### config.mk
export PLATFORM = sky130hd
export DESIGN_NAME = irq_src_router
export DESIGN_NICKNAME = d
export VERILOG_FILES = /design/src/rtl/irq_pkg.sv /design/src/rtl/irq_src_cell.sv /design/src/rtl/irq_lowest_pick.sv /design/src/rtl/irq_dest_route.sv /design/src/rtl/irq_src_router.sv
export SDC_FILE = /design/constraint.sdc
export NUM_CORES = 1
export LEC_CHECK = 0
export BUFFER_PORTS_ARGS = -buffer_cell sky130_fd_sc_hd__buf_4
export CAP_MARGIN = 20
export CORE_MARGIN = 2
export CORE_UTILIZATION = 39
export DETAILED_ROUTE_END_ITERATION = 12
export PLACE_DENSITY = 0.67
export SLEW_MARGIN = 20
export SYNTH_ARGS = -nofsm -noshare
export SYNTH_HDL_FRONTEND = slang
export SYNTH_SLANG_ARGS = --single-unit
### constraint.sdc
create_clock -name clk -period 7.14 [get_ports clk]
set_clock_uncertainty 0.1 [all_clocks]
set_input_delay 1.071 -clock clk [delete_from_list [all_inputs] [get_ports clk]]
set_output_delay 1.071 -clock clk [all_outputs]
set_load 0.005 [all_outputs]
### src/rtl/irq_pkg.sv
package irq_pkg;
    localparam int VP_MSK   = 31;
    localparam int VP_ACT   = 30;
    localparam int VP_MODE  = 29;
    localparam int VP_POL   = 23;
    localparam int VP_SENSE = 22;
    localparam int PRIO_LSB = 16;
    localparam int PRIO_W   = 5;
    localparam int VEC_W    = 8;
    localparam int CRIT_TOP = 30;

    localparam logic [31:0] VP_WMASK   = 32'hA0DF_00FF;
    localparam logic [31:0] VP_RST     = 32'h8000_0000;
    localparam logic [31:0] DST_RST    = 32'h0000_0001;
    localparam logic [31:0] DST_HIMASK = 32'hC000_0000;
endpackage

### src/rtl/irq_src_cell.sv
module irq_src_cell
    import irq_pkg::*;
#(
    parameter int NUM_CPU = 4,
    parameter int CPU_W   = 2,
    parameter bit CRIT_EN = 1'b1
) (
    input  logic               clk,
    input  logic               rst_n,
    input  logic               irq_in,
    input  logic               wr_vp,
    input  logic               wr_dst,
    input  logic [31:0]        wdata,
    input  logic               clr,
    input  logic               take,
    input  logic [CPU_W-1:0]   new_last,
    input  logic               upd_last,
    output logic [31:0]        vp_q,
    output logic [31:0]        dst_q,
    output logic [CPU_W-1:0]   last_q,
    output logic [NUM_CPU-1:0] dsel,
    output logic [NUM_CPU-1:0] crit_sel,
    output logic               elig
);
    localparam logic [31:0] DST_WMASK = DST_HIMASK | 32'((64'd1 << NUM_CPU) - 64'd1);

    typedef struct packed {
        logic [31:0]      vp;
        logic [31:0]      dst;
        logic             pend;
        logic             lvl;
        logic [CPU_W-1:0] last;
    } cell_t;

    cell_t s_d, s_q;
    logic  eff;
    logic  lvl_drop;

    always_comb begin
        s_d      = s_q;
        eff      = irq_in ^ s_q.vp[VP_POL];
        lvl_drop = s_q.vp[VP_SENSE] && !eff;
        s_d.lvl  = eff;
        if (s_q.vp[VP_SENSE]) begin
            s_d.pend = eff;
            if (!eff) s_d.vp[VP_ACT] = 1'b0;
        end else if (eff && !s_q.lvl) begin
            s_d.pend = 1'b1;
        end
        if (clr) begin
            s_d.vp[VP_ACT] = 1'b0;
            if (!s_q.vp[VP_SENSE]) s_d.pend = 1'b0;
        end
        if (take) begin
            s_d.vp[VP_ACT] = 1'b1;
            if (upd_last) s_d.last = new_last;
        end
        if (wr_vp)  s_d.vp  = (s_d.vp & (32'h1 << VP_ACT)) | (wdata & VP_WMASK);
        if (wr_dst) s_d.dst = wdata & DST_WMASK;
    end

    always_ff @(posedge clk or negedge rst_n) begin
        if (!rst_n) begin
            s_q.vp   <= VP_RST;
            s_q.dst  <= DST_RST;
            s_q.pend <= 1'b0;
            s_q.lvl  <= 1'b0;
            s_q.last <= '0;
        end else begin
            s_q <= s_d;
        end
    end

    assign vp_q   = s_q.vp;
    assign dst_q  = s_q.dst;
    assign last_q = s_q.last;
    assign dsel   = s_q.dst[NUM_CPU-1:0];
    assign elig   = s_q.pend && !s_q.vp[VP_MSK] && !s_q.vp[VP_ACT]
                 && (s_q.vp[PRIO_LSB +: PRIO_W] != '0)
                 && (s_q.dst[NUM_CPU-1:0] != '0);

    for (genvar i = 0; i < NUM_CPU; i++) begin : g_crit
        if (CRIT_EN) begin : g_on
            assign crit_sel[i] = s_q.dst[CRIT_TOP-i];
        end else begin : g_off
            assign crit_sel[i] = 1'b0;
        end
    end

    AST_TAKE_ELIGIBLE: assert property (@(posedge clk) disable iff (!rst_n)
        take |-> elig);
    AST_ACT_READONLY: assert property (@(posedge clk) disable iff (!rst_n)
        (wr_vp && !take && !clr && !lvl_drop) |=> (s_q.vp[VP_ACT] == $past(s_q.vp[VP_ACT])));
    AST_TAKE_SETS_ACT: assert property (@(posedge clk) disable iff (!rst_n)
        take |=> s_q.vp[VP_ACT]);
    AST_EDGE_HOLDS_PEND: assert property (@(posedge clk) disable iff (!rst_n)
        (!s_q.vp[VP_SENSE] && s_q.pend && !clr && !wr_vp) |=> s_q.pend);
endmodule

### src/rtl/irq_lowest_pick.sv
module irq_lowest_pick #(
    parameter int N = 16,
    parameter int W = 4
) (
    input  logic         clk,
    input  logic         rst_n,
    input  logic [N-1:0] elig,
    output logic         any,
    output logic [W-1:0] sel
);
    always_comb begin
        any = |elig;
        sel = '0;
        for (int i = N - 1; i >= 0; i--) begin
            if (elig[i]) sel = W'(i);
        end
    end

    AST_PICK_LOWEST: assert property (@(posedge clk) disable iff (!rst_n)
        any |-> (elig[sel] && ((elig & ((N'(1) << sel) - N'(1))) == '0)));
endmodule

### src/rtl/irq_dest_route.sv
module irq_dest_route #(
    parameter int NUM_CPU = 4,
    parameter int CPU_W   = 2
) (
    input  logic               clk,
    input  logic               rst_n,
    input  logic [NUM_CPU-1:0] dsel,
    input  logic [NUM_CPU-1:0] crit_sel,
    input  logic               mode,
    input  logic [CPU_W-1:0]   last,
    output logic [NUM_CPU-1:0] int_vec,
    output logic [NUM_CPU-1:0] crit_vec,
    output logic [CPU_W-1:0]   new_last,
    output logic               upd_last
);
    logic [NUM_CPU-1:0] tgt;
    logic [NUM_CPU-1:0] last_oh;
    logic [CPU_W-1:0]   cand;
    logic               found;

    always_comb begin
        last_oh  = NUM_CPU'(1) << last;
        tgt      = '0;
        new_last = last;
        upd_last = 1'b0;
        found    = 1'b0;
        cand     = '0;
        if (dsel == last_oh) begin
            tgt = dsel;
        end else if (!mode) begin
            tgt = dsel;
        end else begin
            for (int k = 1; k < NUM_CPU; k++) begin
                cand = CPU_W'((int'(last) + k) % NUM_CPU);
                if (!found && dsel[cand]) begin
                    found     = 1'b1;
                    tgt[cand] = 1'b1;
                    new_last  = cand;
                    upd_last  = 1'b1;
                end
            end
        end
        crit_vec = tgt & crit_sel;
        int_vec  = tgt & ~crit_sel;
    end

    AST_DIST_ONE_TARGET: assert property (@(posedge clk) disable iff (!rst_n)
        (mode && dsel != '0) |-> $onehot(int_vec | crit_vec));
    AST_DIST_ADVANCES: assert property (@(posedge clk) disable iff (!rst_n)
        (mode && ((dsel & ~last_oh) != '0)) |-> (upd_last && new_last != last));
    AST_DIRECTED_ALL: assert property (@(posedge clk) disable iff (!rst_n)
        !mode |-> ((int_vec | crit_vec) == dsel));
endmodule

### src/rtl/irq_src_router.sv
module irq_src_router
    import irq_pkg::*;
#(
    parameter int NUM_SRC = 16,
    parameter int NUM_CPU = 4,
    parameter bit CRIT_EN = 1'b1,
    localparam int SRC_W  = (NUM_SRC > 1) ? $clog2(NUM_SRC) : 1,
    localparam int CPU_W  = (NUM_CPU > 1) ? $clog2(NUM_CPU) : 1
) (
    input  logic               clk,
    input  logic               rst_n,
    input  logic [NUM_SRC-1:0] irq_in,
    input  logic               reg_wr,
    input  logic [SRC_W:0]     reg_addr,
    input  logic [31:0]        reg_wdata,
    output logic [31:0]        reg_rdata,
    input  logic               ack_clr,
    input  logic [SRC_W-1:0]   ack_src,
    output logic [NUM_CPU-1:0] dlv_irq,
    output logic [NUM_CPU-1:0] dlv_crit,
    output logic [SRC_W-1:0]   dlv_src,
    output logic [PRIO_W-1:0]  dlv_prio,
    output logic [VEC_W-1:0]   dlv_vec
);
    typedef struct packed {
        logic [NUM_CPU-1:0] irq;
        logic [NUM_CPU-1:0] crit;
        logic [SRC_W-1:0]   src;
        logic [PRIO_W-1:0]  prio;
        logic [VEC_W-1:0]   vec;
    } out_t;

    logic [NUM_SRC-1:0][31:0]        vp_all;
    logic [NUM_SRC-1:0][31:0]        dst_all;
    logic [NUM_SRC-1:0][CPU_W-1:0]   last_all;
    logic [NUM_SRC-1:0][NUM_CPU-1:0] dsel_all;
    logic [NUM_SRC-1:0][NUM_CPU-1:0] crit_all;
    logic [NUM_SRC-1:0]              elig;
    logic [NUM_SRC-1:0]              take;
    logic                            any;
    logic [SRC_W-1:0]                sel;
    logic [NUM_CPU-1:0]              int_vec;
    logic [NUM_CPU-1:0]              crit_vec;
    logic [CPU_W-1:0]                new_last;
    logic                            upd_last;
    logic [SRC_W-1:0]                ridx;
    out_t                            out_d, out_q;

    assign ridx = reg_addr[SRC_W:1];

    for (genvar i = 0; i < NUM_SRC; i++) begin : g_src
        assign take[i] = any && (sel == SRC_W'(i));
        irq_src_cell #(
            .NUM_CPU (NUM_CPU),
            .CPU_W   (CPU_W),
            .CRIT_EN (CRIT_EN)
        ) u_cell (
            .clk      (clk),
            .rst_n    (rst_n),
            .irq_in   (irq_in[i]),
            .wr_vp    (reg_wr && !reg_addr[0] && ridx == SRC_W'(i)),
            .wr_dst   (reg_wr &&  reg_addr[0] && ridx == SRC_W'(i)),
            .wdata    (reg_wdata),
            .clr      (ack_clr && ack_src == SRC_W'(i)),
            .take     (take[i]),
            .new_last (new_last),
            .upd_last (upd_last),
            .vp_q     (vp_all[i]),
            .dst_q    (dst_all[i]),
            .last_q   (last_all[i]),
            .dsel     (dsel_all[i]),
            .crit_sel (crit_all[i]),
            .elig     (elig[i])
        );
    end

    irq_lowest_pick #(.N(NUM_SRC), .W(SRC_W)) u_pick (
        .clk   (clk),
        .rst_n (rst_n),
        .elig  (elig),
        .any   (any),
        .sel   (sel)
    );

    irq_dest_route #(.NUM_CPU(NUM_CPU), .CPU_W(CPU_W)) u_route (
        .clk      (clk),
        .rst_n    (rst_n),
        .dsel     (dsel_all[sel]),
        .crit_sel (crit_all[sel]),
        .mode     (vp_all[sel][VP_MODE]),
        .last     (last_all[sel]),
        .int_vec  (int_vec),
        .crit_vec (crit_vec),
        .new_last (new_last),
        .upd_last (upd_last)
    );

    always_comb begin
        reg_rdata = reg_addr[0] ? dst_all[ridx] : vp_all[ridx];
    end

    always_comb begin
        out_d = '0;
        if (any) begin
            out_d.irq  = int_vec;
            out_d.crit = crit_vec;
            out_d.src  = sel;
            out_d.prio = vp_all[sel][PRIO_LSB +: PRIO_W];
            out_d.vec  = vp_all[sel][VEC_W-1:0];
        end
    end

    always_ff @(posedge clk or negedge rst_n) begin
        if (!rst_n) out_q <= '0;
        else        out_q <= out_d;
    end

    assign dlv_irq  = out_q.irq;
    assign dlv_crit = out_q.crit;
    assign dlv_src  = out_q.src;
    assign dlv_prio = out_q.prio;
    assign dlv_vec  = out_q.vec;

    AST_IRQ_CRIT_DISJOINT: assert property (@(posedge clk) disable iff (!rst_n)
        (out_q.irq & out_q.crit) == '0);
    AST_NO_REPEAT: assert property (@(posedge clk) disable iff (!rst_n)
        (|(out_q.irq | out_q.crit)) |=> (!(|(out_q.irq | out_q.crit)) || out_q.src != $past(out_q.src)));
endmodule

# --- Word-level counts from Yosys, hierarchy flattened ---
# Cells that the tools add are included.
classes:
  n_addsub: 3
  multipliers: 0
  div: 0
  n_lt_le_gt_ge: 8
  eq_ne: 46
  n_shift: 1
  n_mux: 210
  bitwise_logic: 37
  reduce_logical: 254
ops:
  columns: ["cell", "n"]
  rows:
  - ["bitwise OR 31 x 32 -> 32 bit", 16]
  - ["2-to-1 mux 31 bit", 16]
  - ["binary-select mux 32 bit (select 4 bit)", 3]
  - ["logical AND 1 bit", 151]
  - ["2-to-1 mux 1 bit", 144]
  - ["2-to-1 mux 4 bit", 27]
  - ["equality test 4 bit (second input constant)", 24]
  - ["2-to-1 mux 32 bit", 3]
  - ["nonzero test 5 bit", 16]
  - ["nonzero test 4 bit", 16]
  - ["logical NOT 1 bit", 51]
  - ["equality test 4 x 3 -> 1 bit (second input constant)", 12]
  - ["binary-select mux 4 bit (select 4 bit)", 2]
  - ["AND reduction 2 bit", 16]
  - ["2-to-1 mux 30 bit", 1]
  - ["2-to-1 mux 25 bit", 1]
  - ["equality test 4 x 2 -> 1 bit (second input constant)", 6]
  - ["OR reduction 16 bit", 1]
  - ["bitwise XOR 1 bit", 16]
  - ["equality test 4 x 1 -> 1 bit (second input constant)", 3]
  - ["logical NOT 4 bit", 3]
  - ["2-to-1 mux 2 bit", 6]
  - ["less-than comparator 4 x 5 -> 1 bit (second input constant)", 2]
  - ["less-than comparator 2 x 3 -> 1 bit (second input constant)", 3]
  - ["other kinds (11)", 20]
word_totals:
  regBits: 697
  latch_bits: 0
  mem_bits_rw: 0
  rom_bits: 0
  word_cells: 660
  mem_count: 0

# --- Longest topological paths before layout ---
# Gate-level depths: netlist (run 1).
logic_depth:
  depth_word: 41
  depth_mapped: 21

# --- By module ---
# A second synthesis (run 1) with hierarchy kept.
unflattened:
  cells_unflattened: 3632
  area_unflattened_um2: 39526.7
modules_own_cells:
  columns: ["mod", "instances", "cells_per_inst", "area_each_um2", "seq_area_each_um2"]
  rows:
  - ["irq_src_cell", 16, 148, 1645.3, 703.2]
  - ["irq_src_router", 1, 1143, 12300.5, 625.6]
  - ["irq_dest_route", 1, 87, 724.4, 0.0]
  - ["irq_lowest_pick", 1, 34, 176.4, 0.0]

# --- Worst setup path before layout (run 1) ---
# Ideal clock, no wire load.
synth_timing:
  path_kind: "register to register"
  start: "reg g_src[11].u_cell.s_q (netlist bit g_src[11].u_cell.vp_q[19])"
  end: "reg g_src[2].u_cell.s_q (netlist bit g_src[2].u_cell.last_q[1])"
  t_arrival_ns: 4.890
  slack_ns: 2.025
  stages_incl_launch_ff: 19
  cell_sequence: "dfrtp_1 -> or4_1 -> o211ai_2 -> a21oi_1 -> a211o_1 -> buf_4 -> a31oi_4 -> inv_2 -> mux2i_1 -> a32o_1 -> a2111oi_4 -> inv_1 -> ha_1 -> xnor2_1 -> nor3_2 -> a21oi_1 -> a32o_1 -> buf_2 -> mux2_2"
synth_via:
  elab_chain_cells: 34
  elab_cells_between_ends: 55
  classes_between: "3 x add/sub; 2 x eq/ne; 1 x shift; 39 x mux; 10 x reduce/logical"
synth_lines:
  columns: ["item", "line", "rtl"]
  rows:
  - ["start: declaration", "irq_src_cell.sv:35", "cell_t s_d, s_q;"]
  - ["nonzero test 5 bit *", "irq_src_cell.sv:79", "&& (s_q.vp[PRIO_LSB +: PRIO_W] != '0)"]
  - ["logical AND 1 bit *", "irq_src_cell.sv:79", null]
  - ["logical AND 1 bit *", "irq_src_cell.sv:80", "&& (s_q.dst[NUM_CPU-1:0] != '0);"]
  - ["2-to-1 mux 4 bit (12 in a row)", "irq_lowest_pick.sv:15", "if (elig[i]) sel = W'(i);"]
  - ["binary-select mux 2 bit (select 4 bit)", "irq_src_router.sv:91", ".last (last_all[sel]),"]
  - ["2-to-1 mux 2 bit (not written as such)", "irq_src_router.sv:91", null]
  - ["adder 2 x 1 -> 2 bit", "irq_dest_route.sv:34", "cand = CPU_W'((int'(last) + k) % NUM_CPU);"]
  - ["binary-select mux 1 bit (select 2 bit)", "irq_dest_route.sv:35", "if (!found && dsel[cand]) begin"]
  - ["[7 not listed]", null, null]
  - ["2-to-1 mux 1 bit", "irq_dest_route.sv:30", "end else if (!mode) begin"]
  - ["2-to-1 mux 1 bit", "irq_dest_route.sv:28", "if (dsel == last_oh) begin"]
  - ["logical NOT 1 bit", "irq_dest_route.sv:35", null]
  - ["logical AND 1 bit", "irq_dest_route.sv:35", null]
  - ["2-to-1 mux 1 bit", "irq_dest_route.sv:35", null]
  - ["2-to-1 mux 1 bit", "irq_dest_route.sv:30", null]
  - ["2-to-1 mux 1 bit", "irq_dest_route.sv:28", null]
  - ["AND reduction 2 bit (no source line)", null, null]
  - ["end: declaration", "irq_src_cell.sv:35", null]
# Mark *: on every way between the ends. The rest lies on a longest branch, timed or not. The select of a mux whose other input is x is not followed.
# A chain may end at the register's enable or synchronous reset.

# --- Worst setup path in the final report (run 1) ---
layout_timing:
  start: "reg g_src[9].u_cell.s_q (netlist bit g_src[9].u_cell.vp_q[19])"
  end: "reg g_src[12].u_cell.s_q (netlist bit g_src[12].u_cell.last_q[1])"
layout_via:
  elab_chain_cells: 32
  elab_cells_between_ends: 53
  classes_between: "3 x add/sub; 2 x eq/ne; 1 x shift; 37 x mux; 10 x reduce/logical"
layout_lines:
  columns: ["item", "line"]
  rows:
  - ["start: declaration", "irq_src_cell.sv:35"]
  - ["nonzero test 5 bit *", "irq_src_cell.sv:79"]
  - ["logical AND 1 bit *", "irq_src_cell.sv:79"]
  - ["logical AND 1 bit *", "irq_src_cell.sv:80"]
  - ["2-to-1 mux 4 bit (10 in a row)", "irq_lowest_pick.sv:15"]
  - ["binary-select mux 2 bit (select 4 bit)", "irq_src_router.sv:91"]
  - ["2-to-1 mux 2 bit (not written as such)", "irq_src_router.sv:91"]
  - ["adder 2 x 1 -> 2 bit", "irq_dest_route.sv:34"]
  - ["binary-select mux 1 bit (select 2 bit)", "irq_dest_route.sv:35"]
  - ["[7 not listed]", null]
  - ["2-to-1 mux 1 bit", "irq_dest_route.sv:30"]
  - ["2-to-1 mux 1 bit", "irq_dest_route.sv:28"]
  - ["logical NOT 1 bit", "irq_dest_route.sv:35"]
  - ["logical AND 1 bit", "irq_dest_route.sv:35"]
  - ["2-to-1 mux 1 bit", "irq_dest_route.sv:35"]
  - ["2-to-1 mux 1 bit", "irq_dest_route.sv:30"]
  - ["2-to-1 mux 1 bit", "irq_dest_route.sv:28"]
  - ["AND reduction 2 bit (no source line)", null]
  - ["end: declaration", "irq_src_cell.sv:35"]
# Marks and branches as above.

==> flow_summary.ini, run 1 <==
[clock_network]
clkSlewWorstSetupHoldPaths_ps = 60
h-tree-depth = 2
cts.sinks = 470
cts_setup_buffers = 0
cts-root-buf = clkbuf_16
clock_latency_ps = 620
cts_resized = 0
cts.path.max_buffers = 3
holdBufCountCts = 0
cts_made_buffers = 53
cts_tree = yes

[synth]
synthMuxAreaShare_pct = 28.53
syn_inst = 2182
synth_compound_area_share_pct = 8.463
synth_cell_types = 85
avgSynthCellArea_um2 = 11.65
ys_seq_area_share_pct = 46.44
yosys.area.top_type_share_pct = 43.13
ys_async_sr_fraction_pct = 100.0
syn_area_um2 = 25410
synth_top_family_by_area = multiplexers
ys_warn_count = 0
synthSimpleGateAreaFrac_pct = 12.17
synthTopCellsByArea = dfrtp_1 43%, mux2_2 17%, mux4_2 11%
synth-seq-cells = 470
yosysTopAreaCell = dfrtp_1
synth-main-ff-cell = dfrtp_1
synthAdderAreaFrac_pct = 0.3939
synthXorXnorAreaFrac_pct = 0.7237
synth_edf_count = 0

[die]
num_io_pins = 118
core_area_um2 = 64460
num_rows = 93
die_area_um2 = 67220
die_x_um = 259.3
start_util_pct = 39.42
die-height_um = 259.3

[hold_path]
hold_class = input port to async pin

[global_routing]
antenna_found_initial = 3
grt_overflow = 0
grtUsageTotal_pct = 24.17
grt_pass1_wl_um = 123400
grt_pass1_vias = 19450
grt_max_degree = 178

[placed_design]
gp_congestion = 0.9280
dp_hpwl_um = 53120
portBuffers = 86

[routing]
dr_wl_met2_um = 38220
wire_per_inst_um = 26.00
drc_errors = 0
routed_wl_um = 81320
wl_met3_um = 7323
dr.pass1.iters = 5
vias = 19360
antenna_left = 0
viasPerCell = 6.189
top_layer = met5
drt-met1-wl_um = 32320
drt_first_iter_violations = 2047

[critical_path]
critical_path_class = register to register
reg2reg_slack_ps = 670
cp.arrival_ps = 6850
crit_required_ps = 7520
cp_max_fo = 29
start_kind = register
cp-end-kind = register

[timing]
setup_tns_ps = 0
hold_viol = 0
setup_viol = 0
fin_crit_ps = 6470
whs_ps = 297.0
timing.slew.headroom_pct = 20.74
max_slew.worst_pin.slew_ps = 1188
rsz0062_at_grt = no
slew_violations = 0
timing.final.crit_share_pct = 90.61
fmax_ghz = 0.1546

[final_layout]
fill_cells = 5886
syn_to_final_growth_pct = 13.15
drive_above_1_share_pct = 35.55
regArea_um2 = 11800
nNetsFinal = 2299
layout_commonest_cell = dfrtp_1
multi_input_area_um2 = 12900
final_cell_mix = 438 x dfrtp_1, 386 x mux2_2, 345 x nand2_1
antenna_cells = 0

[power]
ir_worst_vdd_v = 0.0005098
power.total_mw = 15.14
power_leakage_nw = 12.32
power_density_nw_per_um2 = 526.4

[job]
maxCapViolCount = 0

[run_status]
status = finished, final reports clean
==> worst max-delay path, stage by stage (launching register included) <==
cell and delay [ps]:
dfrtp_1 410, nor4_1 750, a211oi_1 300, nor2_1 160
o221a_1 570, o21ai_4 150, inv_2 80, buf_4 370
nor2_1 190, a2111oi_0 920, buf_4 240, nand4b_1 330
nor2_1 250, a22o_1 340, a221o_1 480, buf_4 320
nor2_1 70, mux2_2 280
==> worst paths after layout <==
kind / from / end / depth (start not counted)
worst max register to register: g_src[9].u_cell.vp_q[19]$_DFFE_PN0P_ / g_src[12].u_cell.last_q[1]$_DFFE_PN0P_ / 17
worst min-delay path: rst_n / dlv_src[3]$_DFF_PN0_ / 1
min in group clk: g_src[0].u_cell.dst_q[31]$_DFFE_PN0P_ / g_src[0].u_cell.dst_q[31]$_DFFE_PN0P_ / 1
max in group asynchronous: rst_n / g_src[0].u_cell.vp_q[5]$_DFFE_PN0P_ / 2
worst max-delay path: g_src[9].u_cell.vp_q[19]$_DFFE_PN0P_ / g_src[12].u_cell.last_q[1]$_DFFE_PN0P_ / 17
worst min register to register: g_src[0].u_cell.dst_q[31]$_DFFE_PN0P_ / g_src[0].u_cell.dst_q[31]$_DFFE_PN0P_ / 1
==> area by class of cell <==
| type | count | area share (%) |
|---|---|---|
| flip-flops and latches | 470 | 41.04 |
| well taps | 855 | 3.720 |
| clock buffers | 77 | 5.382 |
| repair buffers | 140 | 3.794 |
| multi-input cells | 1534 | 44.87 |
| inverters | 31 | 0.4047 |
| clock inverters | 21 | 0.7832 |
==> synth_stat cells, drive strengths merged, types with 5 or more instances <==
| library cell | count |
|---|---|
| xor2 | 17 |
| o211ai | 17 |
| or3b | 5 |
| nor2b | 16 |
| mux2 | 386 |
| dfrtp | 438 |
| o221ai | 5 |
| clkbuf | 111 |
| o31ai | 17 |
| o211a | 8 |
| o21ai | 87 |
| nor2 | 64 |
| a211oi | 12 |
| dfstp | 32 |
| a31oi | 36 |
| mux4 | 120 |
| nand2 | 345 |
| nor4 | 27 |
| a21o | 5 |
| nand3 | 75 |
| nand4b | 6 |
| o41ai | 5 |
| a21oi | 39 |
| o22ai | 25 |
| a22oi | 6 |
| buf | 52 |
| nand4 | 5 |
| ha | 8 |
| nor3b | 15 |
| nor3 | 21 |
| or4 | 25 |
| inv | 31 |
| a221oi | 5 |
| and3 | 30 |
| mux2i | 20 |
| nand2b | 7 |
==> kinds of logic after synthesis <==
| group | after synthesis |
|---|---|
| simple gates | 654 |
| compound gates | 308 |
| fa+ha+maj | 8 |
| buf+inv | 194 |
| mux | 526 |
| flops | 470 |
| other cells | 1 |
| xor+xnor | 21 |
==> report_power, final <==
| group | total [mW] | internal [mW] | switching [mW] |
|---|---|---|---|
| clock network | 2.80 | 1.65 | 1.15 |
| logic | 8.50 | 2.87 | 5.63 |
| registers | 3.84 | 3.35 | 0.487 |
| total | 15.1 | 7.87 | 7.26 |
==> flip-flops by register name, summed over array words and instances, names as in the netlist, 4 cells and up <==
| signal | cells |
|---|---|
| dlv_src | 4 |
| g_src.u_cell.dst_q | 96 |
| dlv_irq | 4 |
| g_src.u_cell.last_q | 32 |
| g_src.u_cell.s_q | 32 |
| dlv_prio | 5 |
| dlv_vec | 8 |
| g_src.u_cell.vp_q | 288 |
==> metal layers <==
metal	GRT usage, %	vias up
met5	0	-
met4	10.54	2
met3	4.706	212
met2	38.20	1043
met1	32.48	9940
li1	-	8163
==> metrics by stage <==
step	instance area [um2]	util, %	std cells	worst slack (ps)
CTS	28750	44.60	3128	905.9
detailed placement	26980	41.85	3030	952.9
finish	28760	44.61	3128	670.2
floorplan	25470	-	2198	2025
global route	28760	44.61	3128	426.6
global placement	26980	41.85	3030	998.3
No activity file was read; power rests on OpenSTA's default activity.
==> run 2: changes to the inputs <==
--- a/config.mk
+++ b/config.mk
@@ -9,6 +9,7 @@
 export CAP_MARGIN = 20
 export CORE_MARGIN = 2
 export CORE_UTILIZATION = 39
+export CTS_BUF_LIST = sky130_fd_sc_hd__clkbuf_2
 export DETAILED_ROUTE_END_ITERATION = 12
 export PLACE_DENSITY = 0.67
 export SLEW_MARGIN = 20
==> run 2 against run 1 <==
  * First-iteration DRC count is 0.15% higher
  * Worst setup slack got worse by 71 ps
  * Non-clock buffer count grew 32
  * Sequential power about the same
  * Power fell by 4.7%
  * Die area unchanged
  * Critical path type unchanged
  * Via count rose by 3.9%
  * Largest power group unchanged
==> flow_summary.ini, run 2 (synthesis gave the netlist of run 1 again) <==
[run_status]
status = finished, final reports clean

[die]
die_area_um2 = 67220
core_area_um2 = 64460
num_io_pins = 118
start_util_pct = 39.42
die_x_um = 259.3
die-height_um = 259.3
num_rows = 93

[global_routing]
grt_overflow = 0
grt_max_degree = 178
grt_pass1_wl_um = 124600
grtUsageTotal_pct = 24.60
antenna_found_initial = 6
grt_pass1_vias = 20360

[critical_path]
start_kind = register
cp.arrival_ps = 7600
cp_max_fo = 29
crit_required_ps = 8200
critical_path_class = register to register
cp-end-kind = register

[clock_network]
cts.sinks = 470
clkSlewWorstSetupHoldPaths_ps = 130
cts_tree = yes
h-tree-depth = 4
cts.path.max_buffers = 3
cts-root-buf = clkbuf_2
cts_made_buffers = 132
clock_latency_ps = 1310
cts_resized = 0

[timing]
timing.final.crit_share_pct = 91.61
rsz0062_at_grt = no
max_slew.worst_pin.slew_ps = 1158
setup_tns_ps = 0
fin_crit_ps = 6541
hold_viol = 0
timing.slew.headroom_pct = 22.75
slew_violations = 0
whs_ps = 163.6
setup_viol = 0
fmax_ghz = 0.1529

[final_layout]
instances_no_fill = 3301
finalInstanceArea_um2 = 28530
syn_to_final_growth_pct = 12.28
drive_above_1_share_pct = 38.49
layout_commonest_cell = dfrtp_1
largest_register_ffs = 288
final_cell_mix = 438 x dfrtp_1, 386 x mux2_2, 345 x nand2_1
nNetsFinal = 2410

[placed_design]
dp.cells = 3030
portBuffers = 86
place_area_um2 = 26980
gp_congestion = 0.9280
dp_hpwl_um = 53120

[power]
ir_worst_vdd_v = 0.0005107
clkPwrFrac_pct = 14.2
seq_power_share_pct = 26.6
combPwrFrac_pct = 59.2
swShare_pct = 51.05
power_density_nw_per_um2 = 505.5
power_leakage_nw = 12.52
p_switching_mw = 7.363
p_int_mw = 7.060

[routing]
drc_errors = 0
wire_per_inst_um = 25.00
drt_first_iter_violations = 2050
routed_wl_um = 82520
vias = 20120
antenna_left = 0
viasPerCell = 6.096
dr.pass1.iters = 7

[job]
maxCapViolCount = 0

[hold_path]
hold_class = input port to async pin
[run 2: changes by cell type in the layout (fill, tap and decap cells not counted), sizes merged, moves of 2 or more]
cell / change
clkbuf: +126
dlygate4sd3: +32
bufinv: -2
inv: +5
clkinvlp: +2
clkinv: +9
[run 2: final cells by class]
class                           count  area (um2)
Antenna cell                        1       2.502
Clock buffer                      203        1016
Clock inverter                     35       212.7
Fill cell                        6035       35930
Inverter                           31       116.4
Multi-Input combinational cell   1534       12900
Sequential cell                   470       11800
Tap cell                          855        1070
Timing Repair Buffer              172        1411
[run 2: timing repair]
item                      4_1_cts  5_1_grt
buffers inserted                0        0
hold buffers                   32        0
hold endpoints to repair      294        0
[run 2: worst paths after layout]
path                       depth (start not counted)  slack, ps                                 start                                     end
min                                                2        160                                 rst_n                    dlv_irq[3]$_DFF_PN0_
min reg2reg                                        1        400  g_src[6].u_cell.vp_q[23]$_DFFE_PN0P_        g_src[6].u_cell.s_q[2]$_DFF_PN0_
max reg2reg                                       17        600  g_src[9].u_cell.vp_q[18]$_DFFE_PN0P_  g_src[12].u_cell.last_q[1]$_DFFE_PN0P_
max in group asynchronous                          3       5260                                 rst_n    g_src[10].u_cell.vp_q[5]$_DFFE_PN0P_
min in group clk                                   2        190                          reg_wdata[0]    g_src[1].u_cell.dst_q[0]$_DFFE_PN1P_
max                                               17        600  g_src[9].u_cell.vp_q[18]$_DFFE_PN0P_  g_src[12].u_cell.last_q[1]$_DFFE_PN0P_
[run 2: layer usage]
metal / part of all wire [%] / vias up / global-route usage, % / wire, um
met5: 0.025 / - / 0 / 21
met1: 40 / 10230 / 32.37 / 32800
met2: 47 / 1187 / 38.24 / 38420
met4: 4.2 / 4 / 11.97 / 3475
met3: 9.5 / 240 / 5.888 / 7798
li1: - / 8467 / - / -
[run 2: through the flow]
stage | worst slack (ps) | util, % | power (mW)
2_1_floorplan | 2025 | - | 9.367
3_3_place_gp | 998.3 | 41.85 | 11.99
3_5_place_dp | 952.9 | 41.85 | 12.14
4_1_cts | 919.9 | 44.25 | 14.24
5_1_grt | 417.1 | 44.26 | 15.18
6_report | 599.0 | 44.26 | 14.42
[run 2: critical path, cell delays in order, from the launching register on]
cell,delay (ps)
dfrtp_1,420
nor4_1,810
a211oi_1,310
nor2_1,180
o221a_1,580
o21ai_4,150
inv_2,80
buf_4,370
nor2_1,190
a2111oi_0,920
buf_4,240
nand4b_1,340
nor2_1,250
a22o_1,340
a221o_1,480
buf_4,310
nor2_1,70
mux2_2,280
[run 2: power by group through the flow]
stage | registers (mW) | logic [mW] | clock network [mW]
floorplan | 3.69 | 5.67 | 0
global placement | 3.82 | 8.16 | 0
detailed placement | 3.86 | 8.28 | 0
CTS | 3.82 | 8.33 | 2.09
global route | 3.91 | 9.04 | 2.24
finish | 3.83 | 8.55 | 2.04
==> run 3: changes to the inputs <==
--- a/config.mk
+++ b/config.mk
@@ -9,7 +9,7 @@
 export CAP_MARGIN = 20
 export CORE_MARGIN = 2
 export CORE_UTILIZATION = 39
-export CTS_BUF_LIST = sky130_fd_sc_hd__clkbuf_2
+export CTS_BUF_LIST = sky130_fd_sc_hd__clkbuf_4 sky130_fd_sc_hd__clkbuf_8
 export DETAILED_ROUTE_END_ITERATION = 12
 export PLACE_DENSITY = 0.67
 export SLEW_MARGIN = 20
==> run 3 against run 2 <==
  * Wire length is 0.28% lower
  * Global-route usage is 0.23 points lower
  * Sequential cell count stayed put
==> flow_summary.ini, run 3 (synthesis gave the netlist of run 1 again) <==
[run_status]
status = finished, final reports clean

[hold_path]
hold_class = input port to async pin

[global_routing]
grt_pass1_vias = 19670
grt_pass1_wl_um = 124000
antenna_found_initial = 3
grtUsageTotal_pct = 24.37
grt_max_degree = 178
grt_overflow = 0

[die]
core_area_um2 = 64460
start_util_pct = 39.42
num_io_pins = 118
num_rows = 93
die_x_um = 259.3
die_area_um2 = 67220
die-height_um = 259.3

[critical_path]
crit_chain = nor4_1 > a211oi_1 > nor2_1 > o221a_1 > o21ai_4 > inv_2 > buf_4 > nor2_1 > a2111oi_0 > buf_4 > nand4b_1 > nor2_1 > a22o_1 > a221o_1 > buf_4 > nor2_1 > mux2_2
crit_required_ps = 7620
max_stage_delay_ps = 930
critPathBufInv = 4
reg2reg_depth = 17
cpMaxStageDelayCell = a2111oi_0
reg2reg_slack_ps = 680
r2r_start = g_src[9].u_cell.vp_q[19]$_DFFE_PN0P_
r2r-end = g_src[12].u_cell.last_q[1]$_DFFE_PN0P_
cp_max_fo = 29
crit_family = compound AO/OA/AOI/OAI gates
start_kind = register
cp-end-kind = register
critical_path_class = register to register
cpMostUsedCell = nor2_1
cp.arrival_ps = 6940

[power]
ir_worst_vdd_v = 0.0005097
power_density_nw_per_um2 = 526.6
power_leakage_nw = 12.46
power.total_mw = 15.22

[placed_design]
portBuffers = 86
gp_congestion = 0.9280
dp_hpwl_um = 53120

[routing]
wire_per_inst_um = 25.79
viasPerCell = 6.166
antenna_left = 0
routed_wl_um = 82280
wl_met3_um = 7607
vias = 19670
top_layer = met4
dr_wl_met2_um = 38370
drt_first_iter_violations = 2070
dr.pass1.iters = 8
drt-met1-wl_um = 32680
drc_errors = 0

[clock_network]
cts.sinks = 470
cts.path.max_buffers = 3
holdBufCountCts = 0
cts_made_buffers = 85
cts_resized = 0
cts_setup_buffers = 0
cts-root-buf = clkbuf_8
cts_tree = yes
clock_latency_ps = 710
h-tree-depth = 3
clkSlewWorstSetupHoldPaths_ps = 60

[timing]
rsz0062_at_grt = no
timing.slew.headroom_pct = 26.00
hold_viol = 0
slew_violations = 0
fin_crit_ps = 6460
timing.final.crit_share_pct = 90.48
setup_tns_ps = 0
setup_viol = 0
max_slew.worst_pin.slew_ps = 1102
fmax_ghz = 0.1548

[final_layout]
fill_cells = 5893
nNetsFinal = 2331
largest_register_ffs = 288
final_cell_mix = 438 x dfrtp_1, 386 x mux2_2, 345 x nand2_1
layout_commonest_cell = dfrtp_1
multi_input_area_um2 = 12910
regArea_um2 = 11800
drive_above_1_share_pct = 37.76
syn_to_final_growth_pct = 13.74

[job]
maxCapViolCount = 0
## run 3: changes by cell type in the layout (fill, tap and decap cells not counted), sizes merged
| cell | before | now |
|---|---|---|
| clkbuf | 203 | 135 |
| dlygate4sd3 | 32 | 0 |
| clkinv | 23 | 13 |
| bufinv | 2 | 4 |
| clkinvlp | 4 | 2 |
| inv | 37 | 35 |
| diode | 1 | 2 |
## run 3: per-layer routing
layer	global-route usage [%]	vias up
met2	38.41	1156
met5	0	-
met4	11.41	0
li1	-	8254
met1	32.45	10030
met3	4.823	230
## run 3: final cells by class
class                      instances  area share (%)
timing repair buffer             140           3.775
clock buffer                     135           5.757
antenna                            2         0.01732
clock inverter                    23          0.8528
inverter                          31          0.4026
tap                              855           3.701
sequential                       470           40.83
multi-input combinational       1534           44.66
## run 3: report_power, final
part | total (mW) | internal, mW | switching (mW)
Sequential | 3.84 | 3.36 | 0.487
Combinational | 8.54 | 2.88 | 5.66
Clock | 2.84 | 1.63 | 1.21
Total | 15.2 | 7.87 | 7.36
## run 3: through the flow
stage,std cells,util (%),cell area (um2),hold WS (ps),setup WS [ps]
finish,3190,44.84,28900,201.4,680.0
global route,3189,44.83,28900,226.9,533.9
CTS,3188,44.81,28890,185.9,943.4
detailed placement,3030,41.85,26980,384.2,952.9
global placement,3030,41.85,26980,385.3,998.3
floorplan,2198,-,25470,351.8,2025
## run 3: how the worst max path moves through the flow
stage,from,endpoint,slack [ps],depth (start not counted)
after floorplan,g_src[11].u_cell.vp_q[19]$_DFFE_PN0P_,g_src[2].u_cell.last_q[1]$_DFFE_PN0P_,2030,18
after global placement,g_src[13].u_cell.vp_q[19]$_DFFE_PN0P_,g_src[12].u_cell.last_q[1]$_DFFE_PN0P_,1000,17
after detailed placement,g_src[13].u_cell.vp_q[19]$_DFFE_PN0P_,g_src[12].u_cell.last_q[1]$_DFFE_PN0P_,950,17
after CTS,g_src[13].u_cell.vp_q[18]$_DFFE_PN0P_,g_src[12].u_cell.last_q[1]$_DFFE_PN0P_,940,17
after global routing,g_src[9].u_cell.vp_q[19]$_DFFE_PN0P_,g_src[13].u_cell.last_q[0]$_DFFE_PN0P_,530,16
final,g_src[9].u_cell.vp_q[19]$_DFFE_PN0P_,g_src[12].u_cell.last_q[1]$_DFFE_PN0P_,680,17
